## config.mk

```make
export PLATFORM = sky130hd
export DESIGN_NAME = isa_uart_decode
export DESIGN_NICKNAME = d
export VERILOG_FILES = /design/src/rtl/isa_uart_pkg.sv /design/src/rtl/base_cmp.sv /design/src/rtl/chan_sel.sv /design/src/rtl/irq_route.sv /design/src/rtl/isa_uart_decode.sv
export SDC_FILE = /design/constraint.sdc
export NUM_CORES = 1
export LEC_CHECK = 0
export BUFFER_PORTS_ARGS = -buffer_cell sky130_fd_sc_hd__buf_4
export CORE_MARGIN = 2
export CORE_UTILIZATION = 39
export DETAILED_ROUTE_END_ITERATION = 10
export GPL_TIMING_DRIVEN = 0
export PLACE_DENSITY = 0.82
export SYNTH_ARGS = -nofsm -noshare
export SYNTH_HDL_FRONTEND = slang
export SYNTH_SLANG_ARGS = --single-unit
export TNS_END_PERCENT = 20
```

## constraint.sdc

```tcl
create_clock -name clk -period 1.55 [get_ports clk]
set_input_delay 0.2325 -clock clk [delete_from_list [all_inputs] [get_ports clk]]
set_output_delay 0.2325 -clock clk [all_outputs]
set_load 0.005 [all_outputs]
```

## src/rtl/isa_uart_pkg.sv

```systemverilog
package isa_uart_pkg;
    localparam int ADDR_W  = 10;
    localparam int BASE_W  = 4;
    localparam int REG_W   = 3;
    localparam int NUM_CH  = 4;
    localparam int IRQ_N   = 8;
    localparam int CH_W    = ADDR_W - BASE_W - REG_W;
    localparam int SEL_W   = $clog2(IRQ_N);

    typedef struct packed {
        logic [NUM_CH-1:0] cs_n;
        logic              buf_en_n;
        logic              buf_dir;
        logic [REG_W-1:0]  reg_sel;
        logic [IRQ_N-1:0]  irq;
    } dec_out_t;
endpackage

```

## src/rtl/base_cmp.sv

```systemverilog
module base_cmp #(
    parameter int BASE_W = 4
) (
    input  logic [BASE_W-1:0] upper_addr,
    input  logic [BASE_W-1:0] jumper,
    output logic              hit
);
    always_comb begin
        hit = 1'b1;
        for (int b = 0; b < BASE_W; b++) begin
            if (upper_addr[b] != jumper[b]) hit = 1'b0;
        end
    end
endmodule

```

## src/rtl/chan_sel.sv

```systemverilog
module chan_sel #(
    parameter int CH_W   = 3,
    parameter int NUM_CH = 4
) (
    input  logic [CH_W-1:0]   chan_code,
    input  logic              access,
    output logic [NUM_CH-1:0] sel_n
);
    for (genvar i = 0; i < NUM_CH; i++) begin : g_ch
        assign sel_n[i] = !(access && (chan_code == CH_W'(i)));
    end
endmodule

```

## src/rtl/irq_route.sv

```systemverilog
module irq_route #(
    parameter int NUM_CH = 4,
    parameter int IRQ_N  = 8,
    parameter int SEL_W  = 3
) (
    input  logic [NUM_CH-1:0] req,
    input  logic [SEL_W-1:0]  code,
    output logic [IRQ_N-1:0]  lines
);
    logic any_req;
    assign any_req = |req;

    for (genvar k = 0; k < IRQ_N; k++) begin : g_line
        assign lines[k] = any_req && (code == SEL_W'(k));
    end
endmodule

```

## src/rtl/isa_uart_decode.sv

```systemverilog
module isa_uart_decode
    import isa_uart_pkg::*;
(
    input  logic              clk,
    input  logic              bus_rst,
    input  logic [ADDR_W-1:0] bus_addr,
    input  logic              bus_ior_n,
    input  logic              bus_iow_n,
    input  logic              bus_aen,
    input  logic [BASE_W-1:0] base_jmp,
    input  logic [SEL_W-1:0]  irq_sel,
    input  logic [NUM_CH-1:0] chan_int,
    output logic [NUM_CH-1:0] chan_cs_n,
    output logic              buf_en_n,
    output logic              buf_dir,
    output logic [REG_W-1:0]  reg_sel,
    output logic [IRQ_N-1:0]  irq_out
);
    localparam int CH_LO   = REG_W;
    localparam int BASE_LO = REG_W + CH_W;

    logic              base_hit;
    logic              strobe;
    logic              access;
    logic [NUM_CH-1:0] sel_n;
    logic [IRQ_N-1:0]  irq_lines;
    dec_out_t          out_d, out_q;

    base_cmp #(.BASE_W(BASE_W)) u_base (
        .upper_addr (bus_addr[BASE_LO +: BASE_W]),
        .jumper     (base_jmp),
        .hit        (base_hit)
    );

    assign strobe = !bus_ior_n || !bus_iow_n;
    assign access = base_hit && strobe && !bus_aen;

    chan_sel #(.CH_W(CH_W), .NUM_CH(NUM_CH)) u_chan (
        .chan_code (bus_addr[CH_LO +: CH_W]),
        .access    (access),
        .sel_n     (sel_n)
    );

    irq_route #(.NUM_CH(NUM_CH), .IRQ_N(IRQ_N), .SEL_W(SEL_W)) u_irq (
        .req   (chan_int),
        .code  (irq_sel),
        .lines (irq_lines)
    );

    always_comb begin
        out_d          = out_q;
        out_d.buf_dir  = !bus_ior_n;
        out_d.reg_sel  = bus_addr[REG_W-1:0];
        if (bus_rst) begin
            out_d.cs_n     = '1;
            out_d.buf_en_n = 1'b1;
            out_d.irq      = '0;
        end else begin
            out_d.cs_n     = sel_n;
            out_d.buf_en_n = !access;
            out_d.irq      = irq_lines;
        end
    end

    always_ff @(posedge clk) begin
        out_q <= out_d;
    end

    assign chan_cs_n = out_q.cs_n;
    assign buf_en_n  = out_q.buf_en_n;
    assign buf_dir   = out_q.buf_dir;
    assign reg_sel   = out_q.reg_sel;
    assign irq_out   = out_q.irq;


    cs_onehot_chk: assert property (@(posedge clk) disable iff (bus_rst)
        $onehot0(~chan_cs_n));


    cs_needs_buf_chk: assert property (@(posedge clk) disable iff (bus_rst)
        (chan_cs_n != '1) |-> !buf_en_n);


    aen_blocks_chk: assert property (@(posedge clk) disable iff (bus_rst)
        $past(bus_aen) |-> (chan_cs_n == '1) && buf_en_n);


    no_strobe_chk: assert property (@(posedge clk) disable iff (bus_rst)
        ($past(bus_ior_n) && $past(bus_iow_n)) |-> (chan_cs_n == '1) && buf_en_n);


    dir_follow_chk: assert property (@(posedge clk) disable iff (bus_rst)
        buf_dir == !$past(bus_ior_n));


    reg_pass_chk: assert property (@(posedge clk) disable iff (bus_rst)
        reg_sel == $past(bus_addr[REG_W-1:0]));


    irq_single_chk: assert property (@(posedge clk) disable iff (bus_rst)
        $countones(irq_out) <= 1);


    reset_quiet_chk: assert property (@(posedge clk) disable iff (bus_rst)
        $past(bus_rst) |-> (chan_cs_n == '1) && buf_en_n && (irq_out == '0));
endmodule

```

# After elaboration in Yosys (flattened, before gate mapping)
# Index checks and enable logic that the tools add are counted.
[word_totals] output_inout_bits=17 inputBits=26 register_bits=17 word_cells=49
[op_classes] n_eq_ne=14 mux=4 reduce_logical=26
[ops] cell="$logic_and 1x1->1" n=14
[ops] cell="$eq 3x2->1 const B" n=4
[ops] cell="$eq 3x3->1 const B" n=4
[ops] cell="$logic_not 1->1" n=8
[ops] cell="$eq 3x1->1 const B" n=2
[ops] cell="$logic_not 3->1" n=2
[ops] cell="$mux 1" n=4
[ops] cell="$ne 1x1->1" n=4
[ops] cell="$reduce_or 4->1" n=1
[ops] cell="$logic_or 1x1->1" n=1

# Longest topological paths before layout
# Gate-level depths: netlist of the first run.
[depth] depth_word=9 ltp_mapped=3 mapped_depth_nobuf=3

# Cells and area by module
# A second synthesis of the first run with hierarchy kept.
[hier_totals] hier_cells=56 hier_area_um2=649.4
[modules_own_cells] mod="isa_uart_decode" seq_area_each_um2=340.3 n_inst=1 area_per_inst_um2=457.9 cells_per_inst=34
[modules_own_cells] mod="irq_route" seq_area_each_um2=0.0 n_inst=1 area_per_inst_um2=102.6 cells_per_inst=13
[modules_own_cells] mod="base_cmp" seq_area_each_um2=0.0 n_inst=1 area_per_inst_um2=47.5 cells_per_inst=5
[modules_own_cells] mod="chan_sel" seq_area_each_um2=0.0 n_inst=1 area_per_inst_um2=41.3 cells_per_inst=4

# Worst setup path before layout of the first run
# Ideal clock, no wire load.
[synth_path] kind="input -> register" start="input chan_int[1]" end="register out_q (netlist bit irq_out[1])" setup_time_ns=0.117 n_path_buf=0 slack_ns=0.493 arrival_time_ns=0.940 required_ns=1.433 path_stages=2 cell_sequence="or4_4 and4b_1"
[synth_between] elab_chain_cells=2
[synth_lines] element="start, declared" line="isa_uart_decode.sv:12" text="input logic [NUM_CH-1:0] chan_int,"
[synth_lines] element="$reduce_or 4->1" line="irq_route.sv:11" text="assign any_req = |req;"
[synth_lines] element="$logic_and 1x1->1" line="irq_route.sv:14" text="assign lines[k] = any_req && (code == SEL_W'(k));"
[synth_lines] element="end signal, assigned" line="isa_uart_decode.sv:66" text="out_q <= out_d;"
[synth_lines] element="end, declared" line="isa_uart_decode.sv:27" text="dec_out_t out_d, out_q;"
# Every way passes these cells.
# A chain may end at the register's enable or synchronous reset.

# Final worst setup path of the first run
[layout_path] start="register out_q (netlist bit buf_en_n)" end="output buf_en_n"
[layout_lines] element="end, declared" line="isa_uart_decode.sv:14" text="output logic buf_en_n,"
# No word-level cell between the ends.

==> run summary, run 1 <==
Cell Area, Synth: 546.8 sq um
maximum clock frequency: 1042 MHz
drt pass-1 iters: 4
met1 usage: 0.1397
DR vias: 525
Die ar.: 1718 sq um
Die H: 41.45 microns
Die X: 41.45 microns
initial core utilization: 0.4202
count leader, synth: dfxtp_1
met2 usage: 0.2969
CTS tree: built
Layout Cells excl Fill: 110
status: finished clean
Ant. Diodes: 0
Root Driver: clkbuf_4
Syn Area/Cell: 11.16 sq um
fin crit share: 0.6189
Hold Buf Count CTS: 0
Leak Pwr: 0.4229 nW
crit-path max FO: 1
CP required: 1.32 ns
global-route usage over all layers: 0.1527
Startpoint Class: flop
number of flops mapped to enable cells by yosys: 0
Worst-path clk slew: 0.09 ns
Core Box Area: 1301 sq um
WS Path Type: flop to output pin
Port Buf Inserts: 42
register area share after synthesis: 0.6224
synth-to-layout area growth: 65.90%
Hold WC Path Type: input port to flop
count of cell types in the netlist: 18
global route overflow: 0
Final Hold Viols: 0
initial drt markers: 12
Worst path max stage delay: 0.32 ns
Total Routed Length: 1235 microns
CTS sink count: 17
Vias/cell: 4.773
residual DRC count: 0
main area contributors after synthesis: dfxtp_1 62%, xor2_1 4.8%, nand4_1 3.4%
WP buf/inv: 1
Ys Warns: 0
fillers: 114
Slew Viols, Final: 0
share of cells above drive strength 1: 0.4947
peak supply drop: 0.4519 mV
met3 Usage GRT: 0.03043
ys flop type: dfxtp_1
Max-slew headroom: 0.6185
Worst Tran Pin Value: 0.5670 ns
Power Density: 867.2 nW/um^2
setup TNS: 0 ns
top-level port count: 43
CTS H-tree depth: 1
delay-heaviest family, CP: flip-flops
first-pass GRT wire length: 1973 microns
Routed WL per cell: 11.23 microns
Synth area leader: dfxtp_1
maxcap violations: 0
routability cong.: 0.7148
HPWL Detailed: 1019 microns
unrepaired setup endpoints after global routing: no
Rows: 13
Commonest cells post-synth: 17 x dfxtp_1, 5 x nor2_1
CTS Buf Count: 3
post-CTS setup buffers: 0
Final Setup Violations: 0
clock tree buffer depth: 2
crit path capture type: output pin
# resized after CTS: 0
crit path cell chain: buf_4
grt peak-use layer: met2
Critical Path AT: 0.73 ns
fin nets: 122
cells after synthesis: 49
top-area cell type share of the netlist area: 0.6224
Seq cells post-synth: 17
crit path time final: 0.9594 ns
placed cell count: 106
initial antenna violation count: 0
Syn Nets: 75
ANT nets after route: 0
vias in the first global route: 508
largest net degree at the start of global routing: 10
Slowest cell on crit path: dfxtp_1
post-synthesis async set-or-reset flop share: 0
power breakdown:
| part | internal (mW) | switching (mW) | leakage (nW) |
|---|---|---|---|
| combinational | 0.0692 | 0.0444 | 0.269 |
| sequential | 0.448 | 0.00285 | 0.139 |
| clock | 0.0997 | 0.123 | 0.0150 |
registers in the layout, summed over array words and instances, names as in the netlist:
name	flops
buf_dir	1
irq_out	8
reg_sel	3
chan_cs_n	4
buf_en_n	1
through the flow:
stage | hold WS [ns] | util | total power, mW | cell area, sq um | setup slack, ns
global route | 0.02906 | 0.6971 | 0.8288 | 907.1 | 0.5566
global placement | 0.3383 | 0.6769 | 0.5702 | 880.8 | 0.3551
floorplan | 0.2602 | - | 0.4939 | 546.8 | 0.4935
finish | 0.05326 | 0.6971 | 0.7867 | 907.1 | 0.5906
CTS | 0.04212 | 0.6971 | 0.7972 | 907.1 | 0.5686
detailed placement | 0.3390 | 0.6769 | 0.5746 | 880.8 | 0.3423
final cells by class:
type,count,area (sq um),area share
Clock buffer,4,26.28,0.02897
Tap cell,15,18.77,0.02069
Multi-Input combinational cell,31,202.7,0.2234
Timing Repair Buffer,42,315.3,0.3476
Inverter,1,3.754,0.004138
Sequential cell,17,340.3,0.3752
placed cells by master, fill, tap and decap left out, drive strengths merged, types with 3 or more instances in the layout:
cell type and n:
buf 42, dfxtp 17, nor2 5, clkbuf 4, nor4 3, xor2 3
nand4 3, nand3 3, nor3 3
per-layer routing:
| layer | vias up | wire [microns] |
|---|---|---|
| met2 | 23 | 719 |
| met4 | 0 | 0 |
| met1 | 231 | 441 |
| li1 | 271 | - |
| met3 | 0 | 74 |
| met5 | - | 0 |
final timing paths:
| check | startpoint | end | slack [ns] | cells past startpoint |
|---|---|---|---|---|
| min | bus_addr[1] | reg_sel[1] | 0.05 | 1 |
| max | buf_en_n | buf_en_n | 0.59 | 1 |
cells by family (layout without fill, tap and decap cells):
| logic type | Yosys count | after routing | synth area share |
|---|---|---|---|
| buffers and inverters | 1 | 47 | 0.006858 |
| and+or+nand+nor | 26 | 26 | 0.2906 |
| xor gates and xnor gates | 4 | 4 | 0.06408 |
| AOI/OAI and AO/OA | 1 | 1 | 0.01602 |
| DFF | 17 | 17 | 0.6224 |
No activity file was read; power rests on OpenSTA's default activity.
==> run 2: changes to the inputs <==
--- a/config.mk
+++ b/config.mk
@@ -7,10 +7,10 @@
 export LEC_CHECK = 0
 export BUFFER_PORTS_ARGS = -buffer_cell sky130_fd_sc_hd__buf_4
 export CORE_MARGIN = 2
-export CORE_UTILIZATION = 39
+export CORE_UTILIZATION = 33
 export DETAILED_ROUTE_END_ITERATION = 10
 export GPL_TIMING_DRIVEN = 0
-export PLACE_DENSITY = 0.82
+export PLACE_DENSITY = 0.75
 export SYNTH_ARGS = -nofsm -noshare
 export SYNTH_HDL_FRONTEND = slang
 export SYNTH_SLANG_ARGS = --single-unit
==> constraint.sdc (replaced) <==
create_clock -name clk -period 0.8 [get_ports clk]
set_input_delay 0.12 -clock clk [delete_from_list [all_inputs] [get_ports clk]]
set_output_delay 0.12 -clock clk [all_outputs]
set_load 0.005 [all_outputs]
==> run summary, run 2 (synthesis gave the netlist of run 1 again) <==
crit path time final: 0.8421 ns
Slowest cell on crit path: dfxtp_2
Worst path max stage delay: 0.33 ns
initial core utilization: 0.3588
largest net degree at the start of global routing: 11
crit path cell chain: buf_6
Max-slew headroom: 0.7570
fillers: 124
Vias/cell: 4.603
WP buf/inv: 1
Port Buf Inserts: 42
Routed WL per cell: 10.74 microns
Hold Path Sink: irq_out[3]
area of the multi-input gates: 215.2 sq um
CTS tree: built
initial drt markers: 1
routability cong.: 0.7408
Die H: 44.71 microns
Sequential Area: 347.8 sq um
crit path capture type: output pin
peak supply drop: 0.7280 mV
Leak Pwr: 0.4586 nW
worst setup margin: -0.04213 ns
Total Routed Length: 1246 microns
initial antenna violation count: 0
Final Setup Violations: 17
CTS H-tree depth: 1
unrepaired setup endpoints after global routing: yes
vias in the first global route: 474
Largest register FFs: 8
Core Box Area: 1524 sq um
first-pass GRT wire length: 1883 microns
Worst-path clk slew: 0.10 ns
crit-path max FO: 1
Critical Path AT: 0.72 ns
global-route usage over all layers: 0.1334
Final Hold Viols: 0
Hold WC Path Type: input port to flop
Power Total: 1.571 mW
ANT nets after route: 0
HPWL Detailed: 961.4 microns
Power Density: 1567 nW/um^2
Rows: 14
failing checks: negative setup slack
Root Driver: clkbuf_4
fin nets: 127
commonest non-fill, non-tap cell in the layout: buf_4
drt pass-1 iters: 2
Hold Path Depth: 2
clock tree buffer depth: 2
global route overflow: 0
WS Path Type: flop to output pin
Die ar.: 1999 sq um
DR vias: 534
Ant. Diodes: 0
Util after Layout: 0.6576
most frequent cells in the layout: 36 x buf_4, 11 x dfxtp_1, 6 x dfxtp_2, 6 x buf_6
share of cells above drive strength 1: 0.5500
status: finished with violations
maximum clock frequency: 1187 MHz
synth-to-layout area growth: 83.30%
top-level port count: 43
maxcap violations: 0
fin crit share: 1.053
residual DRC count: 0
CP required: 0.68 ns
hold path startpoint: bus_rst
CTS sink count: 17
CTS Buf Count: 3
delay-heaviest family, CP: flip-flops
Worst Tran Pin Value: 0.3619 ns
Startpoint Class: flop
Die X: 44.71 microns
Slew Viols, Final: 0
==> run 2: changes by cell type in the layout (fill, tap and decap cells not counted), sizes merged <==
cell	previous run	this run
dlygate4sd3	0	5
clkbuf	4	3
clkinv	0	1
==> run 2: worst max path at each step <==
stage                       startpoint            to  slack, ns  cells after the start
after global routing          buf_en_n      buf_en_n      -0.07                      1
after global placement       bus_iow_n  chan_cs_n[0]      -0.27                      4
after floorplan            chan_int[1]    irq_out[1]      -0.13                      2
after detailed placement     bus_iow_n  chan_cs_n[0]      -0.29                      4
after CTS                 chan_cs_n[3]  chan_cs_n[3]      -0.05                      1
final                       irq_out[3]    irq_out[3]      -0.04                      1
==> run 2: stage by stage <==
stage | hold WS (ns) | setup TNS (ns) | area [sq um] | setup WS [ns] | cells
detailed placement | 0.2261 | -3.005 | 882.1 | -0.2905 | 107
floorplan | 0.1477 | -0.8124 | 546.8 | -0.1315 | 49
global route | 0.004803 | -1.053 | 1002 | -0.06877 | 116
CTS | 0.003359 | -0.7933 | 969.7 | -0.05456 | 116
finish | 0.01379 | -0.5747 | 1002 | -0.04213 | 116
global placement | 0.2257 | -2.724 | 882.1 | -0.2694 | 107
==> run 2: cell type report <==
| cell class | instances | share of cell area |
|---|---|---|
| Inverter | 1 | 0.003745 |
| Timing Repair Buffer | 47 | 0.3870 |
| Sequential cell | 17 | 0.3471 |
| Clock buffer | 3 | 0.02247 |
| Tap cell | 16 | 0.01998 |
| Clock inverter | 1 | 0.004994 |
| Multi-Input combinational cell | 31 | 0.2147 |
==> run 2: timing repair <==
action,4_1_cts,5_1_grt
setup buffers,0,0
hold endpoints to repair,5,0
pin swaps,0,0
setup endpoints to repair,17,20
gates resized for setup,4,10
hold buffers,5,0
==> run 2: power breakdown <==
| group | switching (mW) | total (mW) | internal (mW) | leakage [nW] |
|---|---|---|---|---|
| combinational | 0.0948 | 0.251 | 0.157 | 0.302 |
| sequential | 0.00698 | 0.877 | 0.870 | 0.139 |
| clock | 0.257 | 0.442 | 0.186 | 0.0177 |
==> run 2: layer usage <==
metal	GRT usage	vias up	wire [microns]
met1	0.1662	231	502
met2	0.1913	22	645
met3	0.01600	2	78
met4	0.1394	0	19
li1	-	279	-
met5	0	-	0
